### config.mk
export PLATFORM = sky130hd
export DESIGN_NAME = legacy_attr_decoder
export DESIGN_NICKNAME = d
export VERILOG_FILES = /design/src/rtl/lmad_pkg.sv /design/src/rtl/lmad_cfg_regs.sv /design/src/rtl/lmad_map.sv /design/src/rtl/lmad_lookup.sv /design/src/rtl/legacy_attr_decoder.sv
export SDC_FILE = /design/constraint.sdc
export NUM_CORES = 1
export LEC_CHECK = 0
export BUFFER_PORTS_ARGS = -buffer_cell sky130_fd_sc_hd__buf_4
export CAP_MARGIN = 0
export CORE_MARGIN = 3
export CORE_UTILIZATION = 50
export DETAILED_ROUTE_END_ITERATION = 8
export PLACE_DENSITY_LB_ADDON = 0.25
export SETUP_SLACK_MARGIN = 0.3
export SLEW_MARGIN = 20
export SYNTH_ARGS = -nofsm -noshare
export SYNTH_HDL_FRONTEND = slang
export SYNTH_SLANG_ARGS = --single-unit
export TNS_END_PERCENT = 30
### constraint.sdc
create_clock -name clk -period 3.2 [get_ports clk]
set_input_delay 0.16 -clock clk [delete_from_list [all_inputs] [get_ports clk]]
set_output_delay 0.16 -clock clk [all_outputs]
set_load 0.01 [all_outputs]
### src/rtl/lmad_pkg.sv
package lmad_pkg;

   typedef enum logic [1:0] {
      ATTR_NONE = 2'b00,
      ATTR_RO   = 2'b01,
      ATTR_WO   = 2'b10,
      ATTR_RW   = 2'b11
   } attr_e;

   // Field 0 is the 64 KB top region; field 1+i is 16 KB segment i.
   function automatic int field_byte(input int f);
      return (f == 0) ? 0 : 1 + ((f - 1) >> 1);
   endfunction

   function automatic int field_bit(input int f);
      return (f == 0) ? 4 : 4 * ((f - 1) & 1);
   endfunction

endpackage

### src/rtl/lmad_cfg_regs.sv
module lmad_cfg_regs #(
   parameter int          LANES      = 4,
   parameter int          LEN_W      = 3,
   parameter int          NUM_FLD    = 13,
   parameter logic [7:0]  ATTR_BASE  = 8'h59,
   parameter int          ATTR_BYTES = 7,
   parameter logic [7:0]  CTRL_OFF   = 8'h72,
   parameter logic [7:0]  CTRL_RST   = 8'h02,
   parameter int          FORCE_BIT  = 6,
   parameter int          GATE_BIT   = 3
) (
   input  logic               clk,
   input  logic               rst_n,
   input  logic               wr_en,
   input  logic [7:0]         wr_off,
   input  logic [LEN_W-1:0]   wr_len,
   input  logic [LANES*8-1:0] wr_data,
   output logic [1:0]         fld [NUM_FLD],
   output logic               ctrl_force,
   output logic               ctrl_gate,
   output logic               hit
);
   import lmad_pkg::*;

   localparam logic [8:0] ATTR_LO = {1'b0, ATTR_BASE};
   localparam logic [8:0] ATTR_HI = {1'b0, ATTR_BASE} + 9'(ATTR_BYTES - 1);
   localparam logic [8:0] CTRL_A  = {1'b0, CTRL_OFF};

   logic [8:0]       lane_addr [LANES];
   logic [7:0]       lane_byte [LANES];
   logic [LANES-1:0] lane_act;
   logic             len_ok;

   always_comb begin
      len_ok = $onehot(wr_len) && (wr_len <= LEN_W'(LANES));
      hit    = 1'b0;
      for (int k = 0; k < LANES; k++) begin
         lane_addr[k] = {1'b0, wr_off} + 9'(k);
         lane_byte[k] = wr_data[8*k +: 8];
         lane_act[k]  = wr_en && len_ok && (LEN_W'(k) < wr_len) && !lane_addr[k][8];
         if (lane_act[k] && (((lane_addr[k] >= ATTR_LO) && (lane_addr[k] <= ATTR_HI))
                             || (lane_addr[k] == CTRL_A)))
            hit = 1'b1;
      end
   end

   for (genvar f = 0; f < NUM_FLD; f++) begin : g_fld
      localparam logic [8:0] FADDR = ATTR_LO + 9'(field_byte(f));
      localparam int         FBIT  = field_bit(f);
      always_ff @(posedge clk) begin
         if (!rst_n) begin
            fld[f] <= ATTR_NONE;
         end else begin
            for (int k = 0; k < LANES; k++)
               if (lane_act[k] && lane_addr[k] == FADDR)
                  fld[f] <= lane_byte[k][FBIT +: 2];
         end
      end
   end

   always_ff @(posedge clk) begin
      if (!rst_n) begin
         ctrl_force <= CTRL_RST[FORCE_BIT];
         ctrl_gate  <= CTRL_RST[GATE_BIT];
      end else begin
         for (int k = 0; k < LANES; k++)
            if (lane_act[k] && lane_addr[k] == CTRL_A) begin
               ctrl_force <= lane_byte[k][FORCE_BIT];
               ctrl_gate  <= lane_byte[k][GATE_BIT];
            end
      end
   end

endmodule

### src/rtl/lmad_map.sv
module lmad_map #(
   parameter int NUM_SEG = 12
) (
   input  logic               clk,
   input  logic               rst_n,
   input  logic               recalc,
   input  logic               smm_q,
   input  logic               ctrl_force,
   input  logic               ctrl_gate,
   input  logic [1:0]         fld [NUM_SEG+1],
   output logic [1:0]         hi_attr,
   output logic [NUM_SEG*2-1:0] seg_attr,
   output logic               smram_vis
);
   always_ff @(posedge clk) begin
      if (!rst_n) begin
         hi_attr   <= '0;
         smram_vis <= 1'b0;
      end else if (recalc) begin
         hi_attr   <= fld[0];
         smram_vis <= ctrl_force | (smm_q & ctrl_gate);
      end
   end

   for (genvar i = 0; i < NUM_SEG; i++) begin : g_seg
      always_ff @(posedge clk) begin
         if (!rst_n)
            seg_attr[2*i +: 2] <= '0;
         else if (recalc)
            seg_attr[2*i +: 2] <= fld[i+1];
      end
   end

endmodule

### src/rtl/lmad_lookup.sv
module lmad_lookup #(
   parameter int              ADDR_W    = 32,
   parameter int              NUM_SEG   = 12,
   parameter int              SEG_SHIFT = 14,
   parameter logic [31:0]     SEG_BASE  = 32'h000C_0000,
   parameter logic [31:0]     TOP_BASE  = 32'h000F_0000,
   parameter logic [31:0]     TOP_END   = 32'h0010_0000
) (
   input  logic [ADDR_W-1:0]    addr,
   input  logic [1:0]           hi_attr,
   input  logic [NUM_SEG*2-1:0] seg_attr,
   output logic [1:0]           attr
);
   import lmad_pkg::*;

   localparam int IDX_W = (NUM_SEG > 1) ? $clog2(NUM_SEG) : 1;
   localparam logic [ADDR_W-1:0] S_LO = ADDR_W'(SEG_BASE);
   localparam logic [ADDR_W-1:0] S_HI = ADDR_W'(SEG_BASE) + ADDR_W'(NUM_SEG << SEG_SHIFT);
   localparam logic [ADDR_W-1:0] T_LO = ADDR_W'(TOP_BASE);
   localparam logic [ADDR_W-1:0] T_HI = ADDR_W'(TOP_END);

   logic [ADDR_W-1:0] rel;
   logic [IDX_W-1:0]  idx;

   always_comb begin
      rel  = addr - S_LO;
      idx  = rel[SEG_SHIFT +: IDX_W];
      attr = ATTR_NONE;
      if (addr >= T_LO && addr < T_HI) begin
         attr = hi_attr;
      end else if (addr >= S_LO && addr < S_HI) begin
         for (int i = 0; i < NUM_SEG; i++)
            if (idx == IDX_W'(i)) attr = seg_attr[2*i +: 2];
      end
   end

endmodule

### src/rtl/legacy_attr_decoder.sv
module legacy_attr_decoder #(
   parameter int          ADDR_W     = 32,
   parameter int          DATA_W     = 32,
   parameter int          LEN_W      = 3,
   parameter int          NUM_SEG    = 12,
   parameter int          SEG_SHIFT  = 14,
   parameter logic [7:0]  ATTR_BASE  = 8'h59,
   parameter int          ATTR_BYTES = 7,
   parameter logic [7:0]  CTRL_OFF   = 8'h72,
   parameter logic [7:0]  CTRL_RST   = 8'h02,
   parameter int          FORCE_BIT  = 6,
   parameter int          GATE_BIT   = 3
) (
   input  logic                 clk,
   input  logic                 rst_n,
   input  logic                 cfg_wr,
   input  logic [7:0]           cfg_off,
   input  logic [LEN_W-1:0]     cfg_len,
   input  logic [DATA_W-1:0]    cfg_wdata,
   input  logic                 smm_active,
   input  logic [ADDR_W-1:0]    lk_addr,
   output logic [1:0]           lk_attr,
   output logic [1:0]           hi_attr,
   output logic [NUM_SEG*2-1:0] seg_attr,
   output logic                 smram_vis
);
   import lmad_pkg::*;

   localparam int LANES   = DATA_W / 8;
   localparam int NUM_FLD = NUM_SEG + 1;

   if (DATA_W % 8 != 0 || LANES < 1)
      begin : g_bad_data $error("DATA_W must be a whole number of bytes"); end
   if ((1 << (LEN_W - 1)) < LANES)
      begin : g_bad_len $error("LEN_W too narrow for the lane count"); end
   if (field_byte(NUM_SEG) >= ATTR_BYTES)
      begin : g_bad_fld $error("attribute bytes cannot hold all segments"); end
   if (ADDR_W < 21)
      begin : g_bad_addr $error("ADDR_W must reach the 1 MB boundary"); end

   logic [1:0] fld [NUM_FLD];
   logic       ctrl_force, ctrl_gate, hit;
   logic       smm_q, recalc_q;

   lmad_cfg_regs #(
      .LANES(LANES), .LEN_W(LEN_W), .NUM_FLD(NUM_FLD),
      .ATTR_BASE(ATTR_BASE), .ATTR_BYTES(ATTR_BYTES),
      .CTRL_OFF(CTRL_OFF), .CTRL_RST(CTRL_RST),
      .FORCE_BIT(FORCE_BIT), .GATE_BIT(GATE_BIT)
   ) u_regs (
      .clk(clk), .rst_n(rst_n), .wr_en(cfg_wr), .wr_off(cfg_off),
      .wr_len(cfg_len), .wr_data(cfg_wdata), .fld(fld),
      .ctrl_force(ctrl_force), .ctrl_gate(ctrl_gate), .hit(hit)
   );

   always_ff @(posedge clk) begin
      if (!rst_n) begin
         smm_q    <= 1'b0;
         recalc_q <= 1'b0;
      end else begin
         smm_q    <= smm_active;
         recalc_q <= hit | (smm_active != smm_q);
      end
   end

   lmad_map #(.NUM_SEG(NUM_SEG)) u_map (
      .clk(clk), .rst_n(rst_n), .recalc(recalc_q), .smm_q(smm_q),
      .ctrl_force(ctrl_force), .ctrl_gate(ctrl_gate), .fld(fld),
      .hi_attr(hi_attr), .seg_attr(seg_attr), .smram_vis(smram_vis)
   );

   lmad_lookup #(
      .ADDR_W(ADDR_W), .NUM_SEG(NUM_SEG), .SEG_SHIFT(SEG_SHIFT)
   ) u_lookup (
      .addr(lk_addr), .hi_attr(hi_attr), .seg_attr(seg_attr), .attr(lk_attr)
   );

endmodule

-- Word-level counts from Yosys, hierarchy flattened
Cells that the tools add are included.
- muxes and demuxes: 78
- reduce and logical (&&, ||, !) cells: 67
- $add $sub $neg: 6
- $lt $le $gt $ge: 17
- equal/unequal tests: 45
- bitwise operators: 3
- operator list (kind ; number):
    equality test 9 x 7 -> 1 bit, second input constant ; 24
    two-way mux 2 bit ; 66
    equality test 8 x 7 -> 1 bit, second input constant ; 8
    >= comparator 32 x 20 -> 1 bit, second input constant ; 2
    logical AND 1 bit ; 51
    less-than comparator 32 x 20 -> 1 bit, second input constant ; 1
    less-than comparator 32 x 21 -> 1 bit, second input constant ; 1
    nonzero test 4 bit ; 8
    >= comparator 9 x 7 -> 1 bit, second input constant ; 3
    <= comparator 9 x 7 -> 1 bit, second input constant ; 3
    adder 8 x 2 -> 9 bit, second input constant ; 2
    subtractor 18 x 1 -> 18 bit, second input constant ; 1
    equality test 4 x 3 -> 1 bit, second input constant ; 4
    equality test 4 bit, second input constant ; 4
    two-way mux 1 bit ; 12
    adder 8 x 1 -> 9 bit, second input constant ; 1
    equality test 4 x 2 -> 1 bit, second input constant ; 2
    >= comparator 8 x 7 -> 1 bit, second input constant ; 1
    <= comparator 8 x 7 -> 1 bit, second input constant ; 1
    less-than comparator 1 x 3 -> 1 bit, first input constant ; 2
    less-than comparator 2 x 3 -> 1 bit, first input constant ; 2
    equality test 4 x 1 -> 1 bit, second input constant ; 1
    logical NOT 4 bit ; 1
    logical OR 1 bit ; 4
    other kinds (8) ; 11
- flip-flop bits (word level): 57
- word-level logic and storage cells: 247
- output and inout bits: 29

-- Longest topological paths before layout
Gate-level depths: netlist (run 1).
- depth in word-level cells: 16
- gate-level depth with buffers: 10

-- Hierarchy
From an unflattened synthesis (run 1), not the netlist that was laid out.
- cells, all modules: 559
- area, all modules: 4769.6 sq um
- modules (own cells, without submodules) (module ; times used ; area each (sq um) ; cells an instance):
    lmad_cfg_regs ; 1 ; 3325.7 ; 421
    lmad_map ; 1 ; 1038.5 ; 87
    lmad_lookup ; 1 ; 342.8 ; 46
    legacy_attr_decoder ; 1 ; 62.6 ; 5

-- Worst setup path before layout (run 1)
OpenSTA, ideal clock, no wires.
- path type: input to register
- start: input port cfg_off[0]
- end: register u_regs.fld[12] in the netlist's numbering
- setup time: 75 ps
- data required time: 3125 ps
- setup slack: 703 ps
- cell stages on the path: 10
- arrival time: 2422 ps
- buffers on the path: 1
- cell sequence: clkbuf_1 > inv_1 > ha_1 > nand3b_1 > xnor2_1 > nor4_4 > nand4_1 > o21ai_1 > or4b_1 > o22ai_1
- longest elaborated chain between the ends: 7
- RTL lines (item ; RTL line ; RTL):
    start: declaration ; legacy_attr_decoder.sv:17 ; input logic [7:0] cfg_off,
    parallel branches: the longest is 7 deep, another holds adder 8 x 1 -> 9 bit ; n/a ;
    end signal: indexed assignment ; lmad_cfg_regs.sv:56 ; fld[f] <= lane_byte[k][FBIT +: 2];
    end: declaration ; lmad_cfg_regs.sv:18 ; output logic [1:0] fld [NUM_FLD],
Several ways; the timed one is not identified.
A chain may end at the register's enable or synchronous reset.

-- Worst setup path in the final report (run 1)
- start: input port cfg_len[0]
- end: register u_regs.fld[20] in the netlist's numbering
- longest elaborated chain between the ends: 11
- RTL lines (item ; RTL line ; RTL):
    start: declaration ; legacy_attr_decoder.sv:18 ; input logic [LEN_W-1:0] cfg_len,
    adder 1 x 1 -> 2 bit (not written as such) ; lmad_cfg_regs.sv:35 ; len_ok = $onehot(wr_len) && (wr_len <= LEN_W'(LANES));
    adder 2 x 1 -> 2 bit (not written as such) ; lmad_cfg_regs.sv:35 ;
    equality test 2 x 1 -> 1 bit ; lmad_cfg_regs.sv:35 ;
    logical AND 1 bit ; lmad_cfg_regs.sv:35 ;
    logical AND 1 bit (3 in series) ; lmad_cfg_regs.sv:40 ; lane_act[k] = wr_en && len_ok && (LEN_W'(k) < wr_len) && !lane_addr[k][8];
    logical AND 1 bit ; lmad_cfg_regs.sv:55 ; if (lane_act[k] && lane_addr[k] == FADDR)
    two-way mux 2 bit (3 in series) ; lmad_cfg_regs.sv:55 ;
Parallel ways exist; a longest one is shown, timed or not.

==> key figures, run 1 <==
Worst setup path
  – CP bufs+invs: 2
  – CP endpoint kind: flop
  – WS Path Type: in -> reg
  – CP max-delay cell: nor4_4
  – Critical Path, Cell by Cell: buf_4, inv_1, fa_1, and3b_1, nand3_1, nor4_4, nand4_1, o21ai_1, nor3_1, o2bb2ai_1
  – CP Launch Type: primary input
  – Cell family with most CP delay: simple AND/OR/NAND/NOR gates
  – CP Data Required Time: 3.41 ns
  – CP max stage delay: 0.55 ns
  – WP data arrival: 2.70 ns
  – Reg2reg setup slack: 1.93 ns
  – Crit Path Max Fanout: 9

Logic synthesis
  – Avg Inst Size Synth: 8.16 sq um
  – Post-synth top area cell: dfxtp_1
  – Async set or reset register ratio after synthesis: 0%
  – Xor/xnor share of the synthesized area: 1.73%
  – Post-synthesis sequential area ratio: 25.1%
  – Adder-cell area share of the yosys netlist: 3.19%
  – Number of synthesized register bits: 57
  – Syn. warnings: 0
  – EDFF count, synth: 0
  – Synth Area in Simple Gates: 32.3%
  – Synth area leaders: dfxtp_1, mux2i_1, nor2b_1
  – Synth Area in Compound Gates: 23.5%
  – Mapped Cells: 557
  – Post-synth top area share: 25.1%
  – Largest family of logic cells by synthesized area: simple AND/OR/NAND/NOR gates
  – Syn nets: 647
  – Mux contribution to synthesized area: 9.11%
  – Netlist cell types: 77
  – Mapped cell area: 4540 sq um
  – Synth Flop Type: dfxtp_1

Placed design
  – Placer Congestion: 0.999
  – Number of port buffers: 85
  – Worst Setup Slack post-DPL: 0.422 ns
  – Placed inst area: 5240 sq um
  – Post-detail-place hpwl: 10700 um

Clock network
  – CTS tree: done
  – Hold_buf cts: 0
  – Clock Root Buffer: clkbuf_8
  – Clk sink count: 57
  – Reg clk slew, reported paths: 0.07 ns
  – Setup repair bufs after CTS: 0
  – CTS buffer count: 9
  – CTS resizes: 0
  – Max clock buf depth: 2
  – # H-tree levels: 3
  – Latest clock arrival within the worst-skew pair: 0.33 ns

STA
  – Final setup viols: 0
  – Relative slew margins: 49.3%
  – Clk_skew: 0.00809 ns
  – Crit share post-route: 77.8%
  – Final worst path period need: 2.49 ns
  – RSZ-0062 raised after global routing: false
  – Setup TNS: 0 ns
  – Slew Limit Fails: 0
  – F_max: 402 MHz
  – Final Hold Viols: 0
  – Setup WS post-layout: 0.711 ns
  – Slew at the pin with the worst max-slew slack: 0.760 ns

Floorplan
  – Core area: 8760 sq um
  – Starting density of the core: 51.9%
  – DIE HEIGHT: 101 um
  – Ports: 108
  – Rows: 34
  – Area of the die: 10300 sq um
  – Die Wd: 101 um

Layout
  – Nets: 717
  – P&R area growth vs syn: 20.3%
  – Fin area: 5470 sq um
  – Fin util: 62.4%
  – Antenna cells: 0
  – Share of cells above drive strength 1: 19.8%

Power
  – Overall power: 1810 uW
  – Leak: 0.00212 uW
  – PD cells: 330 nW/um^2
  – Max rail drop VDD: 186 uV

Routing
  – Routed Antenna Nets: 0
  – Total number of vias: 4895
  – DR iter-0 viols: 457
  – DRT Pass-1 Iters: 5
  – WL/cell: 18.9 um
  – Avg Vias per Cell: 6.61
  – Routed wire length: 14000 um
  – Remaining DRCs: 0

Outcome
  – Run status: completed

Run
  – Number of max-cap violations: 0

GRT
  – Initial antenna violation count: 0
  – GR Overflow Total: 0
  – Global Route Usage Sum: 27.0%
  – First-pass GRT wire length: 22100 um
  – Maximum number of pins on one net before global-route repair: 66
  – Vias in the first global route: 4422

Worst hold path
  – HP Class: in -> reg
[final timing paths]
path                               startpoint                     endpoint  cells after the start
hold / removal                     smm_active             smm_q$_SDFF_PN0_                      2
hold reg to reg   u_regs.fld[22]$_SDFFE_PN0P_  u_regs.fld[22]$_SDFFE_PN0P_                      1
setup / recovery                   cfg_len[0]  u_regs.fld[20]$_SDFFE_PN0P_                     10
setup reg to reg             smm_q$_SDFF_PN0_          recalc_q$_SDFF_PN0_                      3
[layout make-up]
cell class | instances | area [sq um]
clock inverter | 5 | 77.6
sequential | 57 | 1140
clock buffer | 11 | 151
tap | 108 | 135
fill | 779 | 3290
timing repair buffer | 94 | 706
multi-input combinational | 442 | 3170
inverter | 23 | 86.3
[placed cells by master, fill, tap and decap left out, types with 17 or more instances in the layout]
cell,count
nor2_1,17
nand2_1,29
inv_1,21
nor2b_1,34
nand4_1,28
dfxtp_1,57
o21ai_0,33
buf_4,94
nand3_1,29
mux2i_1,38
[routing by layer]
metal / GRT usage, % / share of wire (%) / up-vias
met2: 43.6 / 46 / 258
met3: 3.65 / 9.0 / 59
met4: 12.1 / 3.8 / 0
met1: 36.0 / 42 / 2268
met5: 0 / 0 / -
li1: - / - / 2310
[synth_stat cells, types with 7 or more instances]
cell type and count:
nor3_1 9, a21oi_1 16, inv_1 21, nand4b_1 9, o21ai_0 33, o2bb2ai_1 12
dfxtp_1 57, a221oi_1 11, and3_1 9, a31oi_1 7, clkbuf_1 24, nand2_1 29
ha_1 10, o221ai_1 9, nand3_1 29, o21ai_1 10, nand2b_1 7, mux2i_1 38
or3_1 8, nand4_1 28, nor2b_1 34, nor2_1 17
[flip-flops by register name (all words and copies together) (netlist names)]
| register | cells |
|---|---|
| smm_q | 1 |
| u_regs.ctrl_force | 1 |
| recalc_q | 1 |
| u_regs.ctrl_gate | 1 |
| u_map.smram_vis | 1 |
| u_map.seg_attr | 24 |
| u_map.hi_attr | 2 |
| u_regs.fld | 26 |
[stage by stage]
| step | instances | hold WS [ns] |
|---|---|---|
| 6_report | 740 | 0.0526 |
| 5_1_grt | 740 | 0.0460 |
| 4_1_cts | 740 | 0.0424 |
| 3_5_place_dp | 724 | 0.384 |
| 3_3_place_gp | 724 | 0.379 |
| 2_1_floorplan | 557 | 0.282 |
[where the power goes]
group | leakage [uW] | internal, uW | switching (uW)
logic | 0.00155 | 128 | 197
clock network | 0.000115 | 478 | 290
registers | 0.000460 | 712 | 1.54
total | 0.00212 | 1320 | 489
[cell families after synthesis]
kind of cell | after synthesis
DFF | 57
xor gates and xnor gates | 9
muxes | 40
and+or+nand+nor | 234
buffers and inverters | 58
AOI/OAI and AO/OA | 148
adders and majority gates | 11
(Power assumes the default switching activity.)
==> inputs of run 2 (changes only) <==
clock period = 2.1 ns   (was 3.2 ns; I/O delays follow)
==> run 2 against run 1 <==
Worst hold slack better by 0.050 ns. Sequential share of layout area is 3.6 points lower. Critical endpoint is now u_regs.fld[18]$_SDFFE_PN0P_. Via count grew 12%. Cell count increased by 14%.
==> key figures, run 2 (synthesis results as in run 1) <==
Routing
  – WL/cell: 20.2 um (+6.8%)
  – Total number of vias: 5460 (+12%)
  – Avg Vias per Cell: 6.48 (-2.1%)
  – Remaining DRCs: 0 (unchanged)
  – DR iter-0 viols: 504 (+10%)
  – Routed wire length: 17000 um (+22%)
  – DRT Pass-1 Iters: 5 (unchanged)
  – Routed Antenna Nets: 0 (unchanged)

Worst setup path
  – Reg2reg setup slack: 0.87 ns (-1.06 ns)
  – WS Path Type: in -> reg
  – Reg2reg path depth: 3 (unchanged)
  – RR Startpoint: smm_q$_SDFF_PN0_
  – CP Data Required Time: 2.33 ns (-1.08 ns)
  – WP data arrival: 2.31 ns (-0.39 ns)
  – Worst r2r dst: recalc_q$_SDFF_PN0_
  – CP endpoint kind: flop
  – Crit Path Max Fanout: 3 (-6)
  – CP Launch Type: primary input

Power
  – PD cells: 399 nW/um^2 (+21%)
  – Switch Pwr: 845 uW (+73%)
  – Leak: 0.00267 uW (+26%)
  – Internal power: 1810 uW (+37%)
  – Comb pwr share: 25.4% (+7.4 points)
  – Clock share of power: 33.8% (-8.7 points)
  – Sw frac: 31.9% (+4.8 points)
  – Max rail drop VDD: 234 uV (+26%)
  – Sequential share of power: 40.9% (+1.4 points)

Placed design
  – Post-detail-place hpwl: 12600 um (+17%)
  – Cells after DPL: 819 (+13%)
  – Number of port buffers: 85 (unchanged)
  – Placer Congestion: 1.02 (+2.2%)
  – Worst Setup Slack post-DPL: -0.358 ns (-0.780 ns)
  – Placed inst area: 6080 sq um (+16%)

GRT
  – GR Overflow Total: 0 (unchanged)
  – Vias in the first global route: 5098 (+15%)
  – Maximum number of pins on one net before global-route repair: 40 (-39%)
  – Initial antenna violation count: 0 (unchanged)
  – First-pass GRT wire length: 25500 um (+15%)
  – Global Route Usage Sum: 31.2% (+4.2 points)

STA
  – Final setup viols: 0 (unchanged)
  – F_max: 482 MHz
  – Slew Limit Fails: 0 (unchanged)
  – Final worst path period need: 2.08 ns
  – Crit share post-route: 98.8%
  – Relative slew margins: 51.1% (+1.8 points)
  – Setup TNS: 0 ns (unchanged)
  – Setup WS post-layout: 0.0243 ns (-0.687 ns)
  – Clk_skew: 0.00957 ns (+0.00149 ns)
  – Final Hold Viols: 0 (unchanged)
  – Slew at the pin with the worst max-slew slack: 0.733 ns (-0.0264 ns)
  – RSZ-0062 raised after global routing: true
  – Worst hold slack: 0.103 ns (+0.0502 ns)

Floorplan
  – Rows: 34 (unchanged)
  – Ports: 108 (unchanged)
  – Starting density of the core: 51.9% (unchanged)
  – Die Wd: 101 um (unchanged)
  – Core area: 8760 sq um (unchanged)
  – DIE HEIGHT: 101 um (unchanged)
  – Area of the die: 10300 sq um (unchanged)

Layout
  – Largest Register: u_regs.fld
  – P&R area growth vs syn: 46.4%
  – Commonest non-fill, non-tap cell in the layout: buf_4
  – Registers with the most flip-flops: u_regs.fld (26), u_map.seg_attr (24), u_map.hi_attr (2)
  – Nets: 820 (+14%)
  – Antenna cells: 0 (unchanged)
  – Most frequent cells in the layout: buf_4, dfxtp_1, mux2i_1
  – Max reg flops: 26 (unchanged)
  – Finished Layout Cells: 843 (+14%)
  – Fin area: 6660 sq um (+22%)
  – Share of cells above drive strength 1: 42.0% (+22 points)

Clock network
  – Reg clk slew, reported paths: 0.07 ns (about the same)
  – Clk sink count: 57 (unchanged)
  – CTS tree: done
  – CTS buffer count: 9 (unchanged)
  – # H-tree levels: 3 (unchanged)
  – Clock Root Buffer: clkbuf_8
  – Latest clock arrival within the worst-skew pair: 0.34 ns (about the same)
  – Max clock buf depth: 2 (unchanged)

Run
  – Number of max-cap violations: 0 (unchanged)

Worst hold path
  – WHS Endpoint: u_regs.fld[19]$_SDFFE_PN0P_
  – Min-delay src: cfg_wdata[9]
  – HP Class: in -> reg
  – Hold path depth: 3 (+1)

Outcome
  – Run status: completed
run 2: cell types whose count changed in the layout (fill, tap and decap cells not counted), moves of 6 or more:
| cell | delta |
|---|---|
| o21ai_0 | -16 |
| a221oi_1 | -7 |
| inv_1 | -6 |
| a21oi_2 | +6 |
| buf_6 | +10 |
| o21ai_1 | +7 |
| nand3_2 | +7 |
| nand3_1 | -7 |
| buf_4 | +90 |
| o21ai_2 | +8 |
| a221oi_2 | +7 |
| a21oi_1 | -6 |
run 2: how the worst max path moves through the flow:
stage,from,endpoint,slack [ns],depth (start not counted)
detailed placement,cfg_len[2],u_regs.fld[19]$_SDFFE_PN0P_,-0.36,10
global route,cfg_len[1],u_regs.fld[18]$_SDFFE_PN0P_,-0.06,10
global placement,cfg_len[2],u_regs.fld[18]$_SDFFE_PN0P_,-0.33,10
CTS,cfg_len[1],u_regs.fld[18]$_SDFFE_PN0P_,0.11,10
finish,cfg_len[1],u_regs.fld[18]$_SDFFE_PN0P_,0.02,10
floorplan,cfg_off[1],u_regs.ctrl_force$_SDFFE_PN0P_,-0.09,9
run 2: area by class of cell:
cell class / instances / area (sq um)
Fill cell: 642 / 2110
Timing Repair Buffer: 197 / 1540
Clock buffer: 9 / 124
Clock inverter: 7 / 46.3
Inverter: 23 / 98.8
Sequential cell: 57 / 1150
Tap cell: 108 / 135
Multi-Input combinational cell: 442 / 3560
run 2: repair_timing:
action / CTS / global route
resized for setup: 25 / 79
pin swaps: 9 / 52
endpoints found under the setup margin: 31 / 31
endpoints found under the hold margin: 1 / 0
hold buffers: 1 / 0
setup buffers: 4 / 2
cloned: 0 / 1
run 2: critical path, stage by stage:
cell       delay [ns]
buf_6            0.07
inv_2            0.03
fa_1             0.47
nand3b_1         0.26
a2111oi_4        0.30
and3b_2          0.27
mux2_4           0.31
mux2i_1          0.22
nand3_1          0.11
o2111a_1         0.16
run 2: power by group through the flow:
stage               sequential, uW  combinational [uW]  clock [uW]
finish                        1090                 673         896
global route                  1090                 712         959
CTS                           1090                 620         904
detailed placement            1110                 607           0
global placement              1110                 595           0
floorplan                     1110                 308           0
run 2: routing by layer:
layer  share of wire (%)  global-route usage, %
met5                   0                      0
met4                 4.4                   12.8
met3                 7.8                   5.58
met2                  48                   54.3
met1                  39                   37.9
run 2: stage by stage:
step	total power, uW	utilization (%)
floorplan	1420	-
detailed placement	1720	69.4
CTS	2610	72.6
finish	2650	75.9
global route	2760	75.9
global placement	1710	69.4
